### config.mk
export PLATFORM = sky130hd
export DESIGN_NAME = mash3_modulator
export DESIGN_NICKNAME = d
export VERILOG_FILES = /design/src/rtl/mash_pkg.sv /design/src/rtl/mash_delay.sv /design/src/rtl/mash_acc_stage.sv /design/src/rtl/mash_noise_cancel.sv /design/src/rtl/mash3_modulator.sv
export SDC_FILE = /design/constraint.sdc
export NUM_CORES = 1
export LEC_CHECK = 0
export ABC_AREA = 0
export BUFFER_PORTS_ARGS = -buffer_cell sky130_fd_sc_hd__buf_2
export CAP_MARGIN = 10
export CORE_MARGIN = 2
export CORE_UTILIZATION = 55
export CTS_BUF_LIST = sky130_fd_sc_hd__clkbuf_2
export DETAILED_ROUTE_END_ITERATION = 12
export HOLD_SLACK_MARGIN = 0.08
export PLACE_DENSITY = 0.85
export SETUP_SLACK_MARGIN = 0.1
export SYNTH_ARGS = -nofsm -noshare
export SYNTH_HDL_FRONTEND = slang
export SYNTH_SLANG_ARGS = --single-unit
### constraint.sdc
create_clock -name clk -period 4.8 [get_ports clk]
set_clock_uncertainty 0.1 [all_clocks]
set_input_delay 0.72 -clock clk [delete_from_list [all_inputs] [get_ports clk]]
set_output_delay 0.72 -clock clk [all_outputs]
set_load 0.01 [all_outputs]
### src/rtl/mash_pkg.sv
package mash_pkg;
  // number of cascaded first-order stages (1-1-1 structure)
  localparam int MASH_STAGES = 3;
  // enabled edges from input capture to a valid output
  localparam int MASH_LAT = MASH_STAGES + 1;
  // signed width of the recombined carry term (-3..+4)
  localparam int NC_W = 4;
endpackage

### src/rtl/mash_delay.sv
module mash_delay #(
  parameter int W     = 1,
  parameter int DEPTH = 2
) (
  input  logic         clk,
  input  logic         rst,
  input  logic         en,
  input  logic [W-1:0] d_i,
  output logic [W-1:0] q_o
);
  logic [W-1:0] pipe_q [DEPTH];

  always_ff @(posedge clk) begin
    if (rst) begin
      for (int i = 0; i < DEPTH; i++) pipe_q[i] <= '0;
    end else if (en) begin
      pipe_q[0] <= d_i;
      for (int i = 1; i < DEPTH; i++) pipe_q[i] <= pipe_q[i-1];
    end
  end

  assign q_o = pipe_q[DEPTH-1];
endmodule

### src/rtl/mash_acc_stage.sv
module mash_acc_stage #(
  parameter int W = 20
) (
  input  logic         clk,
  input  logic         rst,
  input  logic         init,
  input  logic         step_i,
  input  logic [W-1:0] seed_i,
  input  logic [W-1:0] din_i,
  output logic [W-1:0] acc_o,
  output logic         carry_o
);
  logic [W-1:0] acc_q;
  logic         carry_q;
  logic [W:0]   sum;

  always_comb sum = {1'b0, acc_q} + {1'b0, din_i};

  always_ff @(posedge clk) begin
    if (rst) begin
      acc_q   <= '0;
      carry_q <= 1'b0;
    end else if (init) begin
      acc_q   <= seed_i;
      carry_q <= 1'b0;
    end else if (step_i) begin
      acc_q   <= sum[W-1:0];
      carry_q <= sum[W];
    end
  end

  assign acc_o   = acc_q;
  assign carry_o = carry_q;

  // seed is taken on initialise, carry cleared
  assert_seed_load_R6: assert property (@(posedge clk) disable iff (rst)
    init |=> (acc_q == $past(seed_i)) && !carry_q);

  // an idle stage keeps its state
  assert_stage_hold_R7: assert property (@(posedge clk) disable iff (rst)
    (!step_i && !init) |=> $stable(acc_q) && $stable(carry_q));
endmodule

### src/rtl/mash_noise_cancel.sv
module mash_noise_cancel
  import mash_pkg::*;
#(
  parameter int INT_W = 6,
  parameter int OUT_W = 8
) (
  input  logic                    clk,
  input  logic                    rst,
  input  logic                    init,
  input  logic                    step_i,
  input  logic [MASH_STAGES-1:0]  cy_i,
  input  logic [INT_W-1:0]        int_i,
  output logic signed [OUT_W-1:0] out_o
);
  logic                    c2_p, c3_p, c3_pp;
  logic signed [NC_W-1:0]  nc;
  logic signed [OUT_W-1:0] y_next;
  logic signed [OUT_W-1:0] out_q;

  // c1 + (1-z^-1)c2 + (1-z^-1)^2 c3
  always_comb begin
    nc = $signed({3'b000, cy_i[0]})
       + $signed({3'b000, cy_i[1]}) - $signed({3'b000, c2_p})
       + $signed({3'b000, cy_i[2]}) - $signed({2'b00, c3_p, 1'b0})
       + $signed({3'b000, c3_pp});
    y_next = $signed({{(OUT_W-INT_W){1'b0}}, int_i})
           + $signed({{(OUT_W-NC_W){nc[NC_W-1]}}, nc});
  end

  always_ff @(posedge clk) begin
    if (rst || init) begin
      c2_p  <= 1'b0;
      c3_p  <= 1'b0;
      c3_pp <= 1'b0;
      out_q <= '0;
    end else if (step_i) begin
      c2_p  <= cy_i[1];
      c3_p  <= cy_i[2];
      c3_pp <= c3_p;
      out_q <= y_next;
    end
  end

  assign out_o = out_q;

  assert_out_range_R3: assert property (@(posedge clk) disable iff (rst)
    (step_i && !init) |=> ((int'(out_o) - int'($past(int_i))) >= -3) &&
                          ((int'(out_o) - int'($past(int_i))) <= 4));

  assert_out_hold_R7: assert property (@(posedge clk) disable iff (rst)
    (!step_i && !init) |=> $stable(out_o));
endmodule

### src/rtl/mash3_modulator.sv
module mash3_modulator
  import mash_pkg::*;
#(
  parameter int FRAC_W = 20,
  parameter int INT_W  = 6,
  parameter int DITH_W = 8,
  localparam int OUT_W = INT_W + 2
) (
  input  logic                     clk,
  input  logic                     rst,
  input  logic                     en,
  input  logic                     init,
  input  logic [INT_W-1:0]         int_i,
  input  logic [FRAC_W-1:0]        frac_i,
  input  logic signed [DITH_W-1:0] dith_i,
  input  logic [FRAC_W-1:0]        seed1_i,
  input  logic [FRAC_W-1:0]        seed2_i,
  input  logic [FRAC_W-1:0]        seed3_i,
  output logic signed [OUT_W-1:0]  out_o,
  output logic                     valid_o
);
  localparam int XW = FRAC_W + 2;
  localparam logic [FRAC_W-1:0] FRAC_MAX = '1;

  logic signed [XW-1:0]   x_wide;
  logic [FRAC_W-1:0]      x_eff;
  logic [MASH_LAT-1:0]    vld_q;
  logic [INT_W-1:0]       int_q, int_al;
  logic [FRAC_W-1:0]      seed_arr [MASH_STAGES];
  logic [FRAC_W-1:0]      stg_in   [MASH_STAGES];
  logic [FRAC_W-1:0]      stg_acc  [MASH_STAGES];
  logic [MASH_STAGES-1:0] stg_cy, stg_step, cy_al;

  // fraction plus dither, clamped into the accumulator range
  always_comb begin
    x_wide = $signed({2'b00, frac_i})
           + $signed({{(XW-DITH_W){dith_i[DITH_W-1]}}, dith_i});
    if (x_wide < 0)                        x_eff = '0;
    else if (x_wide[XW-1:FRAC_W] != '0)    x_eff = FRAC_MAX;
    else                                   x_eff = x_wide[FRAC_W-1:0];
  end

  // fill tracker: bit k set once stage k+1 has seen its first sample
  always_ff @(posedge clk) begin
    if (rst || init)  vld_q <= '0;
    else if (en)      vld_q <= {vld_q[MASH_LAT-2:0], 1'b1};
  end
  assign valid_o = vld_q[MASH_LAT-1];

  always_ff @(posedge clk) begin
    if (rst)         int_q <= '0;
    else if (en)     int_q <= int_i;
  end

  assign seed_arr[0] = seed1_i;
  assign seed_arr[1] = seed2_i;
  assign seed_arr[2] = seed3_i;

  for (genvar k = 0; k < MASH_STAGES; k++) begin : g_stage
    if (k == 0) begin : g_head
      assign stg_in[k]   = x_eff;
      assign stg_step[k] = en;
    end else begin : g_tail
      assign stg_in[k]   = stg_acc[k-1];
      assign stg_step[k] = en & vld_q[k-1];
    end

    mash_acc_stage #(.W(FRAC_W)) u_acc (
      .clk     (clk),
      .rst     (rst),
      .init    (init),
      .step_i  (stg_step[k]),
      .seed_i  (seed_arr[k]),
      .din_i   (stg_in[k]),
      .acc_o   (stg_acc[k]),
      .carry_o (stg_cy[k])
    );

    if (k < MASH_STAGES - 1) begin : g_align
      mash_delay #(.W(1), .DEPTH(MASH_STAGES - 1 - k)) u_cdly (
        .clk (clk),
        .rst (rst),
        .en  (en),
        .d_i (stg_cy[k]),
        .q_o (cy_al[k])
      );
    end else begin : g_last
      assign cy_al[k] = stg_cy[k];
    end
  end

  mash_delay #(.W(INT_W), .DEPTH(MASH_STAGES - 1)) u_idly (
    .clk (clk),
    .rst (rst),
    .en  (en),
    .d_i (int_q),
    .q_o (int_al)
  );

  mash_noise_cancel #(.INT_W(INT_W), .OUT_W(OUT_W)) u_nc (
    .clk    (clk),
    .rst    (rst),
    .init   (init),
    .step_i (en & vld_q[MASH_LAT-2]),
    .cy_i   (cy_al),
    .int_i  (int_al),
    .out_o  (out_o)
  );

  assert_valid_cleared_R5: assert property (@(posedge clk) disable iff (rst)
    init |=> !valid_o);

  assert_valid_hold_R7: assert property (@(posedge clk) disable iff (rst)
    (!en && !init) |=> $stable(valid_o));

  // last stage integrates the state handed on by the middle stage
  assert_stage3_accumulates_R2: assert property (@(posedge clk) disable iff (rst)
    (stg_step[2] && !init) |=>
      (stg_acc[2] == FRAC_W'($past(stg_acc[2]) + $past(stg_acc[1]))));
endmodule

==> summary.md, run 1 <==
| Metric | Value |
|---|---|
| Share of cells above drive strength 1 | 18.8% |
| Router iterations before antenna repair | 9 |
| Antenna-violating nets left | 0 |
| Worst Tran Pin Value | between 0.8 and 0.9 ns |
| IO Port Bufs | 106 |
| Total number of yosys warnings | 0 |
| Synth Area in XOR/XNOR | 6.09% |
| Pre-CTS WS | -0.203 ns |
| CP max FO | 13 |
| Compound-Gate Fraction of Synth Area | 29.4% |
| Vias in the first global route | 7,662 |
| Setup crit end | g_stage[0].u_acc.carry_o |
| Drt drc | 0 |
| DR WL/cell | ~15 um |
| Largest net degree at the start of global routing | between 50 and 60 |
| Crit path arrival time | 4.80 ns |
| DIE HEIGHT | 128 um |
| Total Wirelength | 20,700 um |
| Setup WS post-layout | 0.423 ns |
| Reg2reg end | u_nc.out_o[7] |
| Filler Cell Count | 1,252 |
| CP Launch Point | dith_i[7] |
| Gr ovfl total | 0 |
| Fmax | around 0.23 GHz |
| Cells after DPL | 1,377 |
| Vias per cell | between 5 and 6 |
| Die Area | 16,400 um^2 |
| Starting density of the core | a little under three fifths |
| Worst-skew pair later-pin latency | 0.59 ns |
| Root buffer cell | clkbuf_2 |
| Sequential area share after synthesis | about a quarter |
| Vias | just over 8,000 |
| Max Buffers Root-to-Sink | 2 |
| Seq cells post-synth | 99 |
| Adder-cell share of the synthesized area | roughly 15% |
| # rows | 45 |
| 1st-iter DRT viols | 690 |
| CP required | between 5 and 6 ns |
| Area leader, netlist | dfxtp_1 |
| Num CTS Buffers | 9 |
| Multiplexer share of the synthesized area | 1.91% |
| Final setup fails | 0 |
| Crit. End Element | flop |
| Simple-gate portion of the synthesized area | 18.0% |
| Max H-tree Level | 3 |
| Final period util | between 90% and 100% |
| Startpoint types | input pin |
| Leak | 4.59 nW |
| MaxCap Viol Count | 0 |
| RSZ-0062 raised after global routing | false |
| Initial antenna violation count | 1 |
| Overall Power | 0.00229 W |
| I/O Pins | 107 |
| Area contributors post-synth | dfxtp_1 (20%), ha_1 (14%), a21oi_1 (6.9%), edfxtp_1 (5.3%), nor2_1 (4.6%) |
| Tmin final | 4.38 ns |
| Hold Crit Class | in2reg |
| Kind of critical path | in2reg |
| Status | finished, final reports clean |
| Core Area | 15,100 um^2 |
| Cell Pwr Density | 235 nW/um^2 |
| Slew headroom | 40.4% |
| Synth Net Count | 1,255 |
| Cell Count, Final, Fillers Out | between 1,000 and 1,500 |
| Largest family of logic cells by synthesized area | compound AO/OA/AOI/OAI gates |
| R2R cell count | 16 |
| WHS | roughly 0.22 ns |
| Syn Std Cell Area | 8470 um^2 |
| Hold path start | seed3_i[15] |
| Clock transition at path regs | roughly 0.3 ns |
| First-pass GRT wire length | ~35,000 um |
| Top_reg_cell synth | dfxtp_1 |
| CTS sink cnt | 99 |
| Fin. max-slew vios | 0 |
| Count of cell types in the netlist | 73 |
| Post-Syn Instances | 1,058 |
| Reg-to-Reg Start | g_stage[1].g_align.u_cdly.pipe_q[0] |
| Chip width | 128 um |
| Final hold violations | 0 |
| R2R setup slack | 1.50 ns |
| Top cell type's share of synthesized area | 19.9% |
| CTS tree | yes |
| Avg Inst Size Synth | between 8 and 9 um^2 |
| Maximum VDD drop | 0.000110 V |
| RePlAce Congestion | between 0.9 and 1 |
| Area Growth Syn to Fin | 14.9% |
| Hpwl dp | 16,200 um |
| Total GRT Usage | approximately a quarter |
| Asr flop ratio synth | 0% |
| Number of synthesized flops with an enable pin | 15 |
| # nets final | 1,397 |
-- metrics by stage --
stage | area (um^2) | util, % | setup TNS [ns]
2_1_floorplan | 8490 | - | 0
3_3_place_gp | 9610 | 63.4 | -0.580
3_5_place_dp | 9610 | 63.4 | -1.68
4_1_cts | 9720 | 64.2 | 0
5_1_grt | 9730 | 64.2 | 0
6_report | 9730 | 64.2 | 0
-- power by group --
group	leakage (nW)	total (W)	internal (W)	switching, W
Clock	0.0720	0.000397	0.0000839	0.000313
Combinational	3.66	0.000943	0.000442	0.000501
Sequential	0.859	0.000945	0.000897	0.0000483
Total	4.59	0.00229	0.00142	0.000862
-- cells by family (layout without fill, tap and decap cells) --
family,count (synthesis),after routing
other,0,1
adders and majority gates,99,99
buffers and inverters,88,235
muxes,16,16
DFF,99,99
AOI/OAI and AO/OA,370,370
and+or+nand+nor,328,328
xor gates and xnor gates,58,58
-- per-layer routing --
layer	track usage, %	wire length, um	up-vias
li1	-	-	4184
met1	34.0	9450	3795
met5	0	0	-
met3	3.26	1120	21
met2	43.7	9860	242
met4	6.85	276	0
-- worst max-delay path, stage by stage --
cell	delay (ns)
buf_2	0.23
ha_1	0.29
a21oi_1	0.20
o21bai_1	0.09
a21o_1	0.23
nor4_1	0.29
nor2_1	0.12
and2_4	0.19
xnor2_2	0.26
a22oi_2	0.12
fa_2	0.39
a21o_1	0.21
a21oi_2	0.15
o21ai_0	0.09
o21a_1	0.14
o41a_1	0.48
a211oi_2	0.30
o21ai_0	0.13
o2111a_1	0.15
-- sequential cells by signal, summed over array words and instances, names as in the netlist --
name / count
int_q: 6
g_stage.u_acc.acc_o: 60
vld_q: 4
u_nc.c2_p: 1
u_idly.pipe_q: 12
g_stage.g_align.u_cdly.pipe_q: 3
u_nc.out_o: 8
u_nc.c3_pp: 1
u_nc.c3_p: 1
g_stage.u_acc.carry_o: 3
-- synth_stat cells (23+ instances only) --
cell      number
xnor2_1       28
a21oi_1      117
nor3_1        23
and3_1        26
nor2_1       103
xor2_1        29
inv_1         38
clkbuf_1      40
dfxtp_1       84
nand2_1      100
a21o_1        27
ha_1          92
o21ai_0       63
-- cell type report --
type	count	area, um^2	share of cell area [%]
multi-input cells	871	6010	61.8
flip-flops and latches	99	2130	21.9
repair buffers	180	1090	11.2
well taps	188	235	2.42
inverters	39	146	1.51
clock inverters	7	67.6	0.695
clock buffers	9	45.0	0.463
diodes	1	2.50	0.0257
-- repair_timing --
item,4_1_cts,5_1_grt
resized for setup,0,1
setup endpoints to repair,0,2
hold buffers,0,0
setup buffers,0,0
-- layout by cell type (no fill, tap or decap), types with 28 or more instances in the layout --
master,count
dfxtp_1,84
nand2_1,100
ha_1,91
buf_4,74
o21ai_0,62
xor2_1,29
buf_2,106
xnor2_1,28
inv_1,38
a21oi_1,115
nor2_1,103
-- worst min-delay path by stage --
stage                                      end  slack [ns]  cells past startpoint
CTS                 g_stage[2].u_acc.acc_o[15]        0.20                      2
detailed placement               u_nc.out_o[6]        0.34                      2
global route        g_stage[2].u_acc.acc_o[15]        0.19                      2
global placement                 u_nc.out_o[7]        0.34                      2
finish              g_stage[2].u_acc.acc_o[15]        0.22                      2
floorplan                            u_nc.c3_p        0.33                      2
Power figures use the tool's default switching activity.
==> run 2, diff against run 1 <==
==> constraint.sdc (replaced) <==
create_clock -name clk -period 4.8 [get_ports clk]
set_clock_uncertainty 0.1 [all_clocks]
set_input_delay 0.24 -clock clk [delete_from_list [all_inputs] [get_ports clk]]
set_output_delay 0.24 -clock clk [all_outputs]
set_load 0.01 [all_outputs]
==> run 2 against run 1 <==
  * Critical path depth stayed put
  * Total power decreased by 0.20%
  * Clock-buffer cell count unchanged
  * Via count up 2.8%
  * First-iteration DRC count rose by 27%
  * Clock power rose by 3%
==> summary.md, run 2 (synthesis gave the netlist of run 1 again) <==
| Metric | Value |
|---|---|
| Largest net degree at the start of global routing | 73 (was 51) |
| Routed wl met3 | 1300 um (was 1120 um) |
| First-pass GRT wire length | 36,100 um (was 34,900 um) |
| DR WL/cell | 15.5 um (was 14.9 um) |
| Multi-input gate area | 5980 um^2 (was 6010 um^2) |
| Router iterations before antenna repair | 6 (was 9) |
| Commonest non-fill, non-tap cell in the layout | a21oi_1 (unchanged) |
| CP required | 5.18 ns (was 5.22 ns) |
| # nets final | 1,422 (was 1,397) |
| Share of cells above drive strength 1 | 12.8% (was 18.8%) |
| Setup TNS | 0 ns (unchanged) |
| Vias in the first global route | 7,825 (was 7,662) |
| Root buffer cell | clkbuf_2 (unchanged) |
| # rows | 45 (unchanged) |
| Pre-CTS WS | 0.0230 ns (was -0.203 ns) |
| Hold path depth | 3 (was 2) |
| 1st-iter DRT viols | 873 (was 690) |
| Reg2reg end | u_nc.out_o[6] (was u_nc.out_o[7]) |
| Max Buffers Root-to-Sink | 2 (unchanged) |
| Hold Crit Class | in2reg (unchanged) |
| Total GRT Usage | 26.6% (was 25.5%) |
| Crit path arrival time | 4.61 ns (was 4.80 ns) |
| Final setup fails | 0 (unchanged) |
| Area Growth Syn to Fin | 19.3% (was 14.9%) |
| Final hold violations | 0 (unchanged) |
| Max H-tree Level | 3 (unchanged) |
| Clock transition at path regs | 0.32 ns (was 0.30 ns) |
| Vias per cell | 5.97 (was 5.91) |
| Gr ovfl total | 0 (unchanged) |
| Total Wirelength | 22,000 um (was 20,700 um) |
| Leak | 4.68 nW (was 4.59 nW) |
| Commonest cells after routing, fill and taps aside | a21oi_1 (117), buf_2 (106), nor2_1 (103), nand2_1 (100), ha_1 (92) (was a21oi_1 (115), buf_2 (106), nor2_1 (103), nand2_1 (100), ha_1 (91)) |
| CTS sink cnt | 99 (unchanged) |
| Cell Pwr Density | 226 nW/um^2 (was 235 nW/um^2) |
| IO Port Bufs | 106 (unchanged) |
| Hold path start | en (was seed3_i[15]) |
| Max FFs per register | 60 (unchanged) |
| Core Area | 15,100 um^2 (unchanged) |
| R2R cell count | 17 (was 16) |
| MaxCap Viol Count | 0 (unchanged) |
| DIE HEIGHT | 128 um (unchanged) |
| Top sig layer | met4 (unchanged) |
| RSZ-0062 raised after global routing | false (unchanged) |
| Wire length on met1 | 9840 um (was 9450 um) |
| Status | finished, final reports clean (unchanged) |
| Worst Tran Pin Value | 1.13 ns (was 0.892 ns) |
| Register area | 2130 um^2 (unchanged) |
| Chip width | 128 um (unchanged) |
| Hpwl dp | 15,100 um (was 16,200 um) |
| Final period util | 88.3% (was 91.2%) |
| R2R setup slack | 1.45 ns (was 1.50 ns) |
| CTS tree | yes (unchanged) |
| Maximum VDD drop | 0.000104 V (was 0.000110 V) |
| RePlAce Congestion | 0.949 (was 0.930) |
| Filler Cell Count | 1,150 (was 1,252) |
| Fin. max-slew vios | 0 (unchanged) |
| Setup WS post-layout | 0.563 ns (was 0.423 ns) |
| Fmax | 0.236 GHz (was 0.228 GHz) |
| I/O Pins | 107 (unchanged) |
| # resized after CTS | 0 (unchanged) |
| Kind of critical path | in2reg (unchanged) |
| Slew headroom | 24.9% (was 40.4%) |
| Num CTS Buffers | 9 (unchanged) |
| Antenna-violating nets left | 0 (unchanged) |
| Post-CTS Hold Fix Bufs | 86 (was 0) |
| Tmin final | 4.24 ns (was 4.38 ns) |
| Setup Fix Bufs, Post-CTS | 0 (unchanged) |
| Met2 Wirelength | 10,300 um (was 9860 um) |
| Overall Power | 0.00228 W (was 0.00229 W) |
| Post-layout util | 66.7% (was 64.2%) |
| Die Area | 16,400 um^2 (unchanged) |
| WHS | 0.117 ns (was 0.222 ns) |
| CP max FO | 13 (unchanged) |
| Drt drc | 0 (unchanged) |
| Initial antenna violation count | 1 (unchanged) |
| Starting density of the core | 55.9% (unchanged) |
| Vias | 8,475 (was 8,242) |
| Startpoint types | input pin (unchanged) |
| Worst-skew pair later-pin latency | 0.64 ns (was 0.59 ns) |
| Hold endpoint | vld_q[0] (was g_stage[2].u_acc.acc_o[15]) |
| Crit. End Element | flop (unchanged) |
| Reg-to-Reg Start | g_stage[2].u_acc.carry_o (was g_stage[1].g_align.u_cdly.pipe_q[0]) |
run 2: critical path, cell delays in order:
cell and delay, ns:
buf_2 0.22, ha_1 0.35, nand2_1 0.12, nor2_1 0.06
a211oi_2 0.25, nand3_2 0.20, o2111ai_4 0.31, a21oi_2 0.13
or3_1 0.38, a22oi_1 0.35, ha_1 0.32, a211o_1 0.28
a21oi_1 0.27, a21oi_1 0.15, and2_1 0.18, o21ai_0 0.13
or3b_1 0.37, a221oi_1 0.24, nor3_1 0.08
run 2: metal layers:
metal,GRT usage [%],vias up
met5,0,-
met4,10.1,0
met3,2.71,55
met2,44.8,331
met1,35.4,3854
li1,-,4235
run 2: cell type report:
| cell class | count | area share (%) |
|---|---|---|
| clock inverter | 7 | 0.694 |
| clock buffer | 9 | 0.446 |
| tap | 188 | 2.33 |
| antenna | 2 | 0.0495 |
| timing repair buffer | 205 | 14.7 |
| sequential | 99 | 21.1 |
| multi-input combinational | 871 | 59.2 |
| inverter | 39 | 1.45 |
run 2: how the worst max path moves through the flow:
stage / from / endpoint / slack (ns) / cells after the start
after CTS: dith_i[7] / g_stage[0].u_acc.acc_o[9] / 0.65 / 19
after global placement: frac_i[0] / g_stage[0].u_acc.carry_o / 0.20 / 22
after global routing: dith_i[7] / g_stage[0].u_acc.acc_o[9] / 0.35 / 19
after floorplan: frac_i[0] / g_stage[0].u_acc.carry_o / 0.43 / 20
final: dith_i[7] / g_stage[0].u_acc.acc_o[9] / 0.56 / 19
after detailed placement: dith_i[7] / g_stage[0].u_acc.acc_o[9] / 0.02 / 19
run 2: through the flow:
step	area (um^2)	std cells
after CTS	10100	1418
after floorplan	8470	1058
after detailed placement	9120	1316
after global placement	9120	1316
after global routing	10100	1419
final	10100	1420
run 2: power breakdown:
group	internal [W]	switching (W)
registers	0.000897	0.0000471
clock network	0.0000844	0.000325
logic	0.000426	0.000501
total	0.00141	0.000873
==> run 3, diff against run 2 <==
- CAP_MARGIN: 10 -> unset
- RECOVER_POWER: unset -> 100
==> run 3 against run 2 <==
  * The run now ends with max-capacitance violations, max-slew violations left
  * Clock power about the same
  * Register-to-register slack worse by 0.12 ns
  * Hold slack better by 0.097 ns
  * Combinational power about the same
  * Non-clock buffer count unchanged
  * Routed wire length up 0.32%
  * Worst setup slack worse by 0.076 ns
  * Flip-flop and latch count unchanged
  * Die area unchanged
  * Via count down 0.47%
  * Core utilization down 0.31 points
  * Largest cell class unchanged
  * Highest routed layer unchanged
==> summary.md, run 3 (synthesis gave the netlist of run 1 again) <==
| Metric | Value |
|---|---|
| Status | finished with violations (was finished, final reports clean) |
| Failing checks | max-capacitance violations, max-slew violations |
| Hold endpoint | g_stage[2].u_acc.acc_o[7] (was vld_q[0]) |
| Commonest cells after routing, fill and taps aside | a21oi_1 (117), nor2_1 (103), nand2_1 (100), buf_2 (96), ha_1 (92) (was a21oi_1 (117), buf_2 (106), nor2_1 (103), nand2_1 (100), ha_1 (92)) |
| Core Area | 15,100 um^2 (unchanged) |
| Vias in the first global route | 7,825 (unchanged) |
| Die Area | 16,400 um^2 (unchanged) |
| Gr ovfl total | 0 (unchanged) |
| IO Port Bufs | 106 (unchanged) |
| Fin. max-slew vios | 97 (was 0) |
| CTS tree | yes (unchanged) |
| Largest net degree at the start of global routing | 73 (unchanged) |
| Setup WS post-layout | 0.487 ns (was 0.563 ns) |
| Cell Pwr Density | 227 nW/um^2 (was 226 nW/um^2) |
| Vias per cell | 5.94 (was 5.97) |
| CP max FO | 13 (unchanged) |
| Commonest non-fill, non-tap cell in the layout | a21oi_1 (unchanged) |
| R2R setup slack | 1.33 ns (was 1.45 ns) |
| Kind of critical path | in2reg (unchanged) |
| RePlAce Congestion | 0.949 (unchanged) |
| Num CTS Buffers | 9 (unchanged) |
| Root buffer cell | clkbuf_2 (unchanged) |
| Total GRT Usage | 26.6% (unchanged) |
| Vias | 8,435 (was 8,475) |
| Final setup fails | 0 (unchanged) |
| Leak | 4.62 nW (was 4.68 nW) |
| # rows | 45 (unchanged) |
| Startpoint types | input pin (unchanged) |
| Reg-to-Reg Start | g_stage[1].u_acc.acc_o[0] (was g_stage[2].u_acc.carry_o) |
| Max Buffers Root-to-Sink | 2 (unchanged) |
| Share of cells above drive strength 1 | 11.5% (was 12.8%) |
| First-pass GRT wire length | 36,100 um (unchanged) |
| I/O Pins | 107 (unchanged) |
| Antenna-violating nets left | 0 (unchanged) |
| 1st-iter DRT viols | 926 (was 873) |
| Filler Cell Count | 1,162 (was 1,150) |
| Total Wirelength | 22,100 um (was 22,000 um) |
| Post-route cell area | 10,100 um^2 (about the same) |
| Final period util | 89.9% (was 88.3%) |
| Drt drc | 0 (unchanged) |
| RSZ-0062 raised after global routing | false (unchanged) |
| # nets final | 1,422 (unchanged) |
| MaxCap Viol Count | 2 (was 0) |
| Tmin final | 4.31 ns (was 4.24 ns) |
| Area Growth Syn to Fin | 18.8% (was 19.3%) |
| Post-CTS Hold Fix Bufs | 86 (unchanged) |
| Max H-tree Level | 3 (unchanged) |
| # resized after CTS | 0 (unchanged) |
| Starting density of the core | 55.9% (unchanged) |
| Chip width | 128 um (unchanged) |
| Slew headroom | -69.3% (was 24.9%) |
| Maximum VDD drop | 0.000104 V (about the same) |
| Final hold violations | 0 (unchanged) |
| Hold path depth | 4 (was 3) |
| Hold path start | init (was en) |
| Reg2reg end | g_stage[2].u_acc.acc_o[16] (was u_nc.out_o[6]) |
| Pre-CTS WS | 0.0230 ns (unchanged) |
| Fmax | 0.232 GHz (was 0.236 GHz) |
| Hpwl dp | 15,100 um (unchanged) |
| DR WL/cell | 15.5 um (about the same) |
| Max FFs per register | 60 (unchanged) |
| Hold Crit Class | in2reg (unchanged) |
| Crit. End Element | flop (unchanged) |
| Setup TNS | 0 ns (unchanged) |
| Router iterations before antenna repair | 6 (unchanged) |
| DP Area | 9120 um^2 (unchanged) |
| Clock transition at path regs | 0.29 ns (was 0.32 ns) |
| Worst-skew pair later-pin latency | 0.64 ns (about the same) |
| CTS sink cnt | 99 (unchanged) |
| WHS | 0.214 ns (was 0.117 ns) |
| CP required | 5.08 ns (was 5.18 ns) |
| Worst Tran Pin Value | 2.54 ns (was 1.13 ns) |
| Crit path arrival time | 4.60 ns (was 4.61 ns) |
| Setup Fix Bufs, Post-CTS | 0 (unchanged) |
| DIE HEIGHT | 128 um (unchanged) |
| R2R cell count | 11 (was 17) |
| Initial antenna violation count | 1 (unchanged) |
## run 3: layer usage
metal / vias to the layer above / global-route usage [%] / part of all wire (%)
met5: - / 0 / 0
met4: 0 / 10.1 / 2.7
met3: 59 / 2.71 / 5.7
met2: 317 / 44.8 / 46
met1: 3819 / 35.4 / 45
li1: 4240 / - / -
## run 3: worst max-delay path, cell delays in order
cell and delay [ns]:
buf_2 0.22, ha_1 0.35, nand2_1 0.12, nor2_1 0.06, a211oi_2 0.25, nand3_2 0.20, o2111ai_4 0.31, a21oi_2 0.13
or3_1 0.38, a22oi_1 0.35, ha_1 0.32, a211o_1 0.28, a21oi_1 0.25, a21oi_1 0.15, and2_0 0.18, o21ai_0 0.13
or3b_1 0.37, a221oi_1 0.24, nor3_1 0.08
## run 3: final cells by class
| type | instances | area [um^2] | share of cell area (%) |
|---|---|---|---|
| tap | 188 | 235 | 2.34 |
| clock inverter | 7 | 70.1 | 0.697 |
| antenna | 2 | 5.00 | 0.0498 |
| sequential | 99 | 2130 | 21.2 |
| inverter | 39 | 146 | 1.46 |
| multi-input combinational | 871 | 5960 | 59.3 |
| clock buffer | 9 | 45.0 | 0.448 |
| timing repair buffer | 205 | 1460 | 14.5 |
## run 3: stage by stage
step / cells / power, W / utilization [%]
4_1_cts: 1418 / 0.00225 / 66.7
3_5_place_dp: 1316 / 0.00180 / 60.2
5_1_grt: 1419 / 0.00242 / 66.4
3_3_place_gp: 1316 / 0.00178 / 60.2
2_1_floorplan: 1058 / 0.00161 / -
6_report: 1420 / 0.00228 / 66.4
## run 3: how the worst max path moves through the flow
stage | depth (start not counted) | slack [ns] | startpoint | to
after floorplan | 20 | 0.43 | frac_i[0] | g_stage[0].u_acc.carry_o
after global placement | 22 | 0.20 | frac_i[0] | g_stage[0].u_acc.carry_o
after detailed placement | 19 | 0.02 | dith_i[7] | g_stage[0].u_acc.acc_o[9]
after CTS | 19 | 0.65 | dith_i[7] | g_stage[0].u_acc.acc_o[9]
after global routing | 22 | 0.22 | frac_i[0] | g_stage[0].u_acc.acc_o[9]
final | 19 | 0.49 | dith_i[7] | g_stage[0].u_acc.acc_o[9]
## run 3: where the power goes
group / switching, W / internal, W / total (W)
logic: 0.000500 / 0.000424 / 0.000924
clock network: 0.000325 / 0.0000844 / 0.000409
registers: 0.0000476 / 0.000897 / 0.000945
total: 0.000872 / 0.00141 / 0.00228
